**config.mk**
```make
export PLATFORM = sky130hd
export DESIGN_NAME = dma_coh_bridge
export DESIGN_NICKNAME = d
export VERILOG_FILES = /design/src/rtl/dcb_pkg.sv /design/src/rtl/dcb_region_check.sv /design/src/rtl/dcb_byte_merge.sv /design/src/rtl/dma_coh_bridge.sv
export SDC_FILE = /design/constraint.sdc
export NUM_CORES = 2
export LEC_CHECK = 0
export BUFFER_PORTS_ARGS = -buffer_cell sky130_fd_sc_hd__buf_2
export CORE_AREA = 10 10 467 469
export DETAILED_ROUTE_END_ITERATION = 10
export DIE_AREA = 0 0 477 479
export PLACE_DENSITY = 0.34
export REMOVE_ABC_BUFFERS = 1
export SKIP_LAST_GASP = 1
export SLEW_MARGIN = 20
export SYNTH_ARGS = -nofsm -noshare
export SYNTH_HDL_FRONTEND = slang
export SYNTH_SLANG_ARGS = --single-unit
```
**constraint.sdc**
```tcl
create_clock -name clk -period 5 [get_ports clk]
set_clock_uncertainty 0.1 [all_clocks]
set_input_delay 1 -clock clk [delete_from_list [all_inputs] [get_ports clk]]
set_output_delay 1 -clock clk [all_outputs]
set_load 0.1 [all_outputs]
```
**src/rtl/dcb_pkg.sv**
```systemverilog
package dcb_pkg;

  typedef enum logic [2:0] {
    BT_NONE     = 3'd0,
    BT_COH_RD   = 3'd1,
    BT_COH_RDEX = 3'd2,
    BT_COH_WR   = 3'd3,
    BT_UNC_RD   = 3'd4,
    BT_UNC_WR   = 3'd5
  } bus_type_e;

  typedef enum logic [1:0] {
    ST_IDLE  = 2'd0,
    ST_ISSUE = 2'd1,
    ST_WAIT  = 2'd2
  } seq_state_e;

endpackage

```
**src/rtl/dcb_region_check.sv**
```systemverilog
module dcb_region_check #(
  parameter int ADDR_W = 32
) (
  input  logic [ADDR_W-1:0] line_addr,
  input  logic [ADDR_W-1:0] lo_bound,
  input  logic [ADDR_W-1:0] hi_bound,
  output logic              in_region
);
  // Both bounds inclusive; bounds are line addresses.
  assign in_region = (line_addr >= lo_bound) && (line_addr <= hi_bound);
endmodule

```
**src/rtl/dcb_byte_merge.sv**
```systemverilog
module dcb_byte_merge #(
  parameter int LINE_BYTES = 32
) (
  input  logic [LINE_BYTES*8-1:0] old_line,
  input  logic [LINE_BYTES*8-1:0] new_line,
  input  logic [LINE_BYTES-1:0]   sel,
  output logic [LINE_BYTES*8-1:0] merged
);
  for (genvar b = 0; b < LINE_BYTES; b++) begin : g_byte
    assign merged[b*8 +: 8] = sel[b] ? new_line[b*8 +: 8] : old_line[b*8 +: 8];
  end
endmodule

```
**src/rtl/dma_coh_bridge.sv**
```systemverilog
module dma_coh_bridge
  import dcb_pkg::*;
#(
  parameter int ADDR_W     = 32,
  parameter int LINE_BYTES = 32
) (
  input  logic                    clk,
  input  logic                    rst,
  input  logic [ADDR_W-1:0]       cfg_mem_base,
  input  logic [ADDR_W-1:0]       cfg_mem_limit,
  input  logic                    req_valid,
  output logic                    req_ready,
  input  logic                    req_write,
  input  logic [ADDR_W-1:0]       req_addr,
  input  logic [LINE_BYTES*8-1:0] req_wdata,
  input  logic [LINE_BYTES-1:0]   req_strb,
  output logic                    rsp_valid,
  output logic                    rsp_err,
  output logic [LINE_BYTES*8-1:0] rsp_rdata,
  output logic                    bus_valid,
  input  logic                    bus_ready,
  output logic [2:0]              bus_type,
  output logic [ADDR_W-1:0]       bus_addr,
  output logic [LINE_BYTES*8-1:0] bus_wdata,
  output logic [LINE_BYTES-1:0]   bus_be,
  input  logic                    bus_rsp_valid,
  input  logic                    bus_rsp_err,
  input  logic [LINE_BYTES*8-1:0] bus_rsp_rdata
);

  localparam int DATA_W = LINE_BYTES * 8;
  localparam logic [ADDR_W-1:0]     OFF_MASK = ADDR_W'(LINE_BYTES - 1);
  localparam logic [LINE_BYTES-1:0] ALL_BE   = '1;

  seq_state_e              st_q;
  logic                    rmw_q;        // read-exclusive step outstanding
  logic [LINE_BYTES-1:0]   strb_q;
  logic [DATA_W-1:0]       new_data_q;
  logic                    bus_valid_q;
  bus_type_e               bus_type_q;
  logic [ADDR_W-1:0]       bus_addr_q;
  logic [DATA_W-1:0]       bus_wdata_q;
  logic [LINE_BYTES-1:0]   bus_be_q;
  logic                    rsp_valid_q;
  logic                    rsp_err_q;
  logic [DATA_W-1:0]       rsp_rdata_q;

  logic [ADDR_W-1:0]       line_addr;
  logic                    to_memory;
  logic                    full_line;
  logic [DATA_W-1:0]       merged_line;
  logic                    accept;

  assign line_addr = req_addr & ~OFF_MASK;
  assign full_line = &req_strb;
  assign accept    = req_valid && (st_q == ST_IDLE);

  dcb_region_check #(.ADDR_W(ADDR_W)) region_i (
    .line_addr (line_addr),
    .lo_bound  (cfg_mem_base),
    .hi_bound  (cfg_mem_limit),
    .in_region (to_memory)
  );

  dcb_byte_merge #(.LINE_BYTES(LINE_BYTES)) merge_i (
    .old_line (bus_rsp_rdata),
    .new_line (new_data_q),
    .sel      (strb_q),
    .merged   (merged_line)
  );

  always_ff @(posedge clk) begin
    if (rst) begin
      st_q        <= ST_IDLE;
      rmw_q       <= 1'b0;
      strb_q      <= '0;
      new_data_q  <= '0;
      bus_valid_q <= 1'b0;
      bus_type_q  <= BT_NONE;
      bus_addr_q  <= '0;
      bus_wdata_q <= '0;
      bus_be_q    <= '0;
      rsp_valid_q <= 1'b0;
      rsp_err_q   <= 1'b0;
      rsp_rdata_q <= '0;
    end else begin
      rsp_valid_q <= 1'b0;
      case (st_q)
        ST_IDLE: begin
          if (accept) begin
            strb_q      <= req_strb;
            new_data_q  <= req_wdata;
            bus_addr_q  <= line_addr;
            bus_wdata_q <= req_wdata;
            bus_valid_q <= 1'b1;
            st_q        <= ST_ISSUE;
            if (to_memory) begin
              bus_be_q <= ALL_BE;
              if (!req_write) begin
                bus_type_q <= BT_COH_RD;
              end else if (full_line) begin
                bus_type_q <= BT_COH_WR;
              end else begin
                bus_type_q <= BT_COH_RDEX;
                rmw_q      <= 1'b1;
              end
            end else begin
              bus_be_q   <= req_strb;
              bus_type_q <= req_write ? BT_UNC_WR : BT_UNC_RD;
            end
          end
        end
        ST_ISSUE: begin
          if (bus_ready) begin
            bus_valid_q <= 1'b0;
            st_q        <= ST_WAIT;
          end
        end
        ST_WAIT: begin
          if (bus_rsp_valid) begin
            rmw_q <= 1'b0;
            if (rmw_q && !bus_rsp_err) begin
              bus_wdata_q <= merged_line;
              bus_type_q  <= BT_COH_WR;
              bus_valid_q <= 1'b1;
              st_q        <= ST_ISSUE;
            end else begin
              rsp_valid_q <= 1'b1;
              rsp_err_q   <= bus_rsp_err;
              rsp_rdata_q <= bus_rsp_rdata;
              st_q        <= ST_IDLE;
            end
          end
        end
        default: st_q <= ST_IDLE;
      endcase
    end
  end

  assign req_ready = (st_q == ST_IDLE);
  assign rsp_valid = rsp_valid_q;
  assign rsp_err   = rsp_err_q;
  assign rsp_rdata = rsp_rdata_q;
  assign bus_valid = bus_valid_q;
  assign bus_type  = bus_type_q;
  assign bus_addr  = bus_addr_q;
  assign bus_wdata = bus_wdata_q;
  assign bus_be    = bus_be_q;

endmodule

```
==> impl_metrics.yaml <==
synth:
  syn_area_mm2: 0.0344
  synth_edf_count: 0
  synth_ff_type: "dfxtp_1"
  synth_warnings: 0
  syn_area_per_cell_um2: 8.64
  synth_cell_types: 50
  synth_top_area_cell: "dfxtp_1"
  synth_top_area_share_pct: 50.5
  synth-seq-cells: 868
  synthCells: 3980
  synth_area_leaders: "dfxtp_1 51%, nand2_1 13%, a21oi_1 8.6%, mux2_2 8.4%, a222oi_1 7.5%"
  async_flop_share_pct: 0
  ys_seq_area_share_pct: 50.5
pwr:
  clkPwrFrac_pct: 42.9
  ir_drop_mv: 0.262
  p_switching_w: 0.00660
  p_total_w: 0.0197
  p_sw_share_pct: 33.4
  power_frac_seq_pct: 38.2
  power_density_mw_per_mm2: 418
  leakage_nw: 19.8
  intPower_w: 0.0131
  pwr-share-comb_pct: 18.9
sta:
  post-route-period-util_pct: 64.5
  slew_headroom_pct: 27.9
  max_freq_mhz: 310
  worst_pin_slew_ps: 1080
  finalHoldViolations: 0
  finalCriticalPeriod_ps: 3230
  rsz0062_at_grt: "no"
  holdWs_ps: 349
  tns_ps: 0
  final_max_slew_viol_count: 0
  finalSetupViolCount: 0
clocking:
  clkTransAtPathRegs_ps: 60
  ctsResizeCount: 0
  clock_latency_ps: 750
  cts_buffers: 113
  clockBufferDepth: 3
  cts_setup_buffers: 0
  cts_sinks: 868
  cts_tree: "built"
  htreeDepth: 3
  cts-root-buf: "clkbuf_16"
  hold_buffers: 0
routing:
  drc: 2
  drtAntennaViolNets: 0
  wl_per_cell_um: 26.2
  drtIter0Drc: 3061
  totalWireLength_um: 209000
  avgViaCountPerCell: 4.31
  num_vias: 34400
  drt_first_pass_iters: 11
layout:
  final_cells: 7973
  n_fill_cell: 23400
  finalCoreUtilization_pct: 22.6
  layout-drive-gt1-share_pct: 33.6
  nNetsFinal: 5720
  area_growth_pct: 37.4
worst_setup_path:
  slowest_delay_ps: 490
  cp_top_family: "simple AND/OR/NAND/NOR gates"
  worstSetupEndpointType: "flop"
  crit_chain: "buf_2 -> ha_1 -> and4_1 -> nand4_1 -> nor2_1 -> o41ai_1 -> a21o_4 -> o21ai_4 -> buf_4 -> o221a_1"
  worstSetupPathType: "primary input to flop"
  cp.required_ps: 5590
  worst-path-buf-inv: 2
  path_depth: 10
  start_kind: "primary input"
  slowest_stage: "buf_4"
  critPathMaxFanout: 34
  reg2reg_depth: 6
  cp.arrival_ps: 3820
floorplan:
  die_h_um: 479
  start_util_pct: 16.5
  die_x_um: 477
  io_pins: 1230
  die-area_mm2: 0.228
  placementRows: 168
  coreArea_mm2: 0.209
run:
  cap_viol_max_count: 0
global_route:
  overflow: 0
  groute.usage.overall_pct: 17.3
  grt_pass1_wl_um: 284000
  grt_antenna_before_repair: 151
  grt_pass1_vias: 33800
  grt_max_degree: 163
placement:
  place.gp.congestion: 0.847
  io_buffers: 1219
  place.detailed.hpwl_um: 159000
  dp.cells: 7709
run_status:
  status: "complete, but fails checks"
  violations: "DRC"
worst_hold_path:
  hp-class: "flop to flop"
  holdPathStages: 2
flip-flops by register name, indices dropped and copies added (netlist names):
register / flops
bus_addr: 27
bus_be: 32
bus_type: 3
bus_valid: 1
bus_wdata: 256
new_data_q: 256
rmw_q: 1
rsp_err: 1
rsp_rdata: 256
rsp_valid: 1
st_q: 2
strb_q: 32
power by group through the flow:
stage	registers [W]	clock network (W)	logic, W
floorplan	0.00910	0	0.00116
global placement	0.00769	0	0.00377
detailed placement	0.00770	0	0.00378
CTS	0.00755	0.00883	0.00378
global route	0.00759	0.00905	0.00395
finish	0.00755	0.00846	0.00373
metrics by stage:
step           worst slack, ps  area (µm²)
2_1_floorplan            -9660       33000
3_3_place_gp              1080       43300
3_5_place_dp              1030       43300
4_1_cts                   1850       47100
5_1_grt                   1790       47200
6_report                  1770       47300
layout make-up:
type / instances / area (µm²) / share of cell area, %
timing repair buffer: 1272 / 6770 / 14.3
tap: 2805 / 3510 / 7.43
clock inverter: 34 / 477 / 1.01
sequential: 868 / 17400 / 36.8
inverter: 56 / 210 / 0.445
multi-input combinational: 2708 / 15500 / 32.7
antenna: 59 / 148 / 0.312
clock buffer: 171 / 3300 / 6.98
cell usage after synthesis, types with 9 or more instances:
library cell	n
nand4_1	16
ha_1	54
a21oi_1	594
nor2_1	269
buf_2	19
buf_1	45
inv_1	56
clkbuf_1	279
o21ai_0	9
a222oi_1	256
dfxtp_1	868
nand2_1	1160
mux2_2	256
o221a_1	28
logic make-up (layout without fill, tap and decap cells):
logic type	after synthesis	in the layout	share of synthesized area, %
AND/OR/NAND/NOR	1477	1477	16.5
AO/OA/AOI/OAI	915	915	17.9
adder cells (fa/ha/maj)	54	54	1.96
other	1	64	0.0109
flip-flops	868	868	50.5
multiplexers	257	257	8.41
buffers and inverters	408	1533	4.65
cell usage in the layout, fill, tap and decap left out, types with 34 or more instances in the layout:
cell / Yosys / routed
buf_2: 19 / 1218
nand2_1: 1160 / 1158
dfxtp_1: 868 / 868
a21oi_1: 594 / 594
nor2_1: 269 / 267
mux2_2: 256 / 256
a222oi_1: 256 / 256
clkbuf_16: 0 / 114
diode_2: 0 / 59
inv_1: 56 / 55
ha_1: 54 / 54
clkbuf_1: 279 / 34
worst paths after layout:
| path | start | slack [ps] | end |
|---|---|---|---|
| max | req_addr[29] | 1770 | bus_be[30]$_SDFFE_PP0P_ |
| min | rsp_rdata[225]$_SDFFE_PP0P_ | 350 | rsp_rdata[225]$_SDFFE_PP0P_ |
| max reg2reg | st_q[1]$_SDFFE_PP0P_ | 2380 | bus_wdata[243]$_SDFFE_PP0P_ |
| min reg2reg | rsp_rdata[225]$_SDFFE_PP0P_ | 350 | rsp_rdata[225]$_SDFFE_PP0P_ |
metal layers:
layer	track usage [%]	wire length, µm	up-vias
met5	0	740	-
met4	7.45	7980	114
met3	8.51	22900	391
met2	27.1	94300	1350
met1	19.8	83300	16400
li1	-	-	16100
tightest hold or removal path: cells and delay by family, from the launching register on:
family / cells / cell delay, ps
AND/OR/NAND/NOR: 1 / 50
AO/OA/AOI/OAI: 1 / 50
flip-flops: 1 / 300
Power figures use the tool's default switching activity.
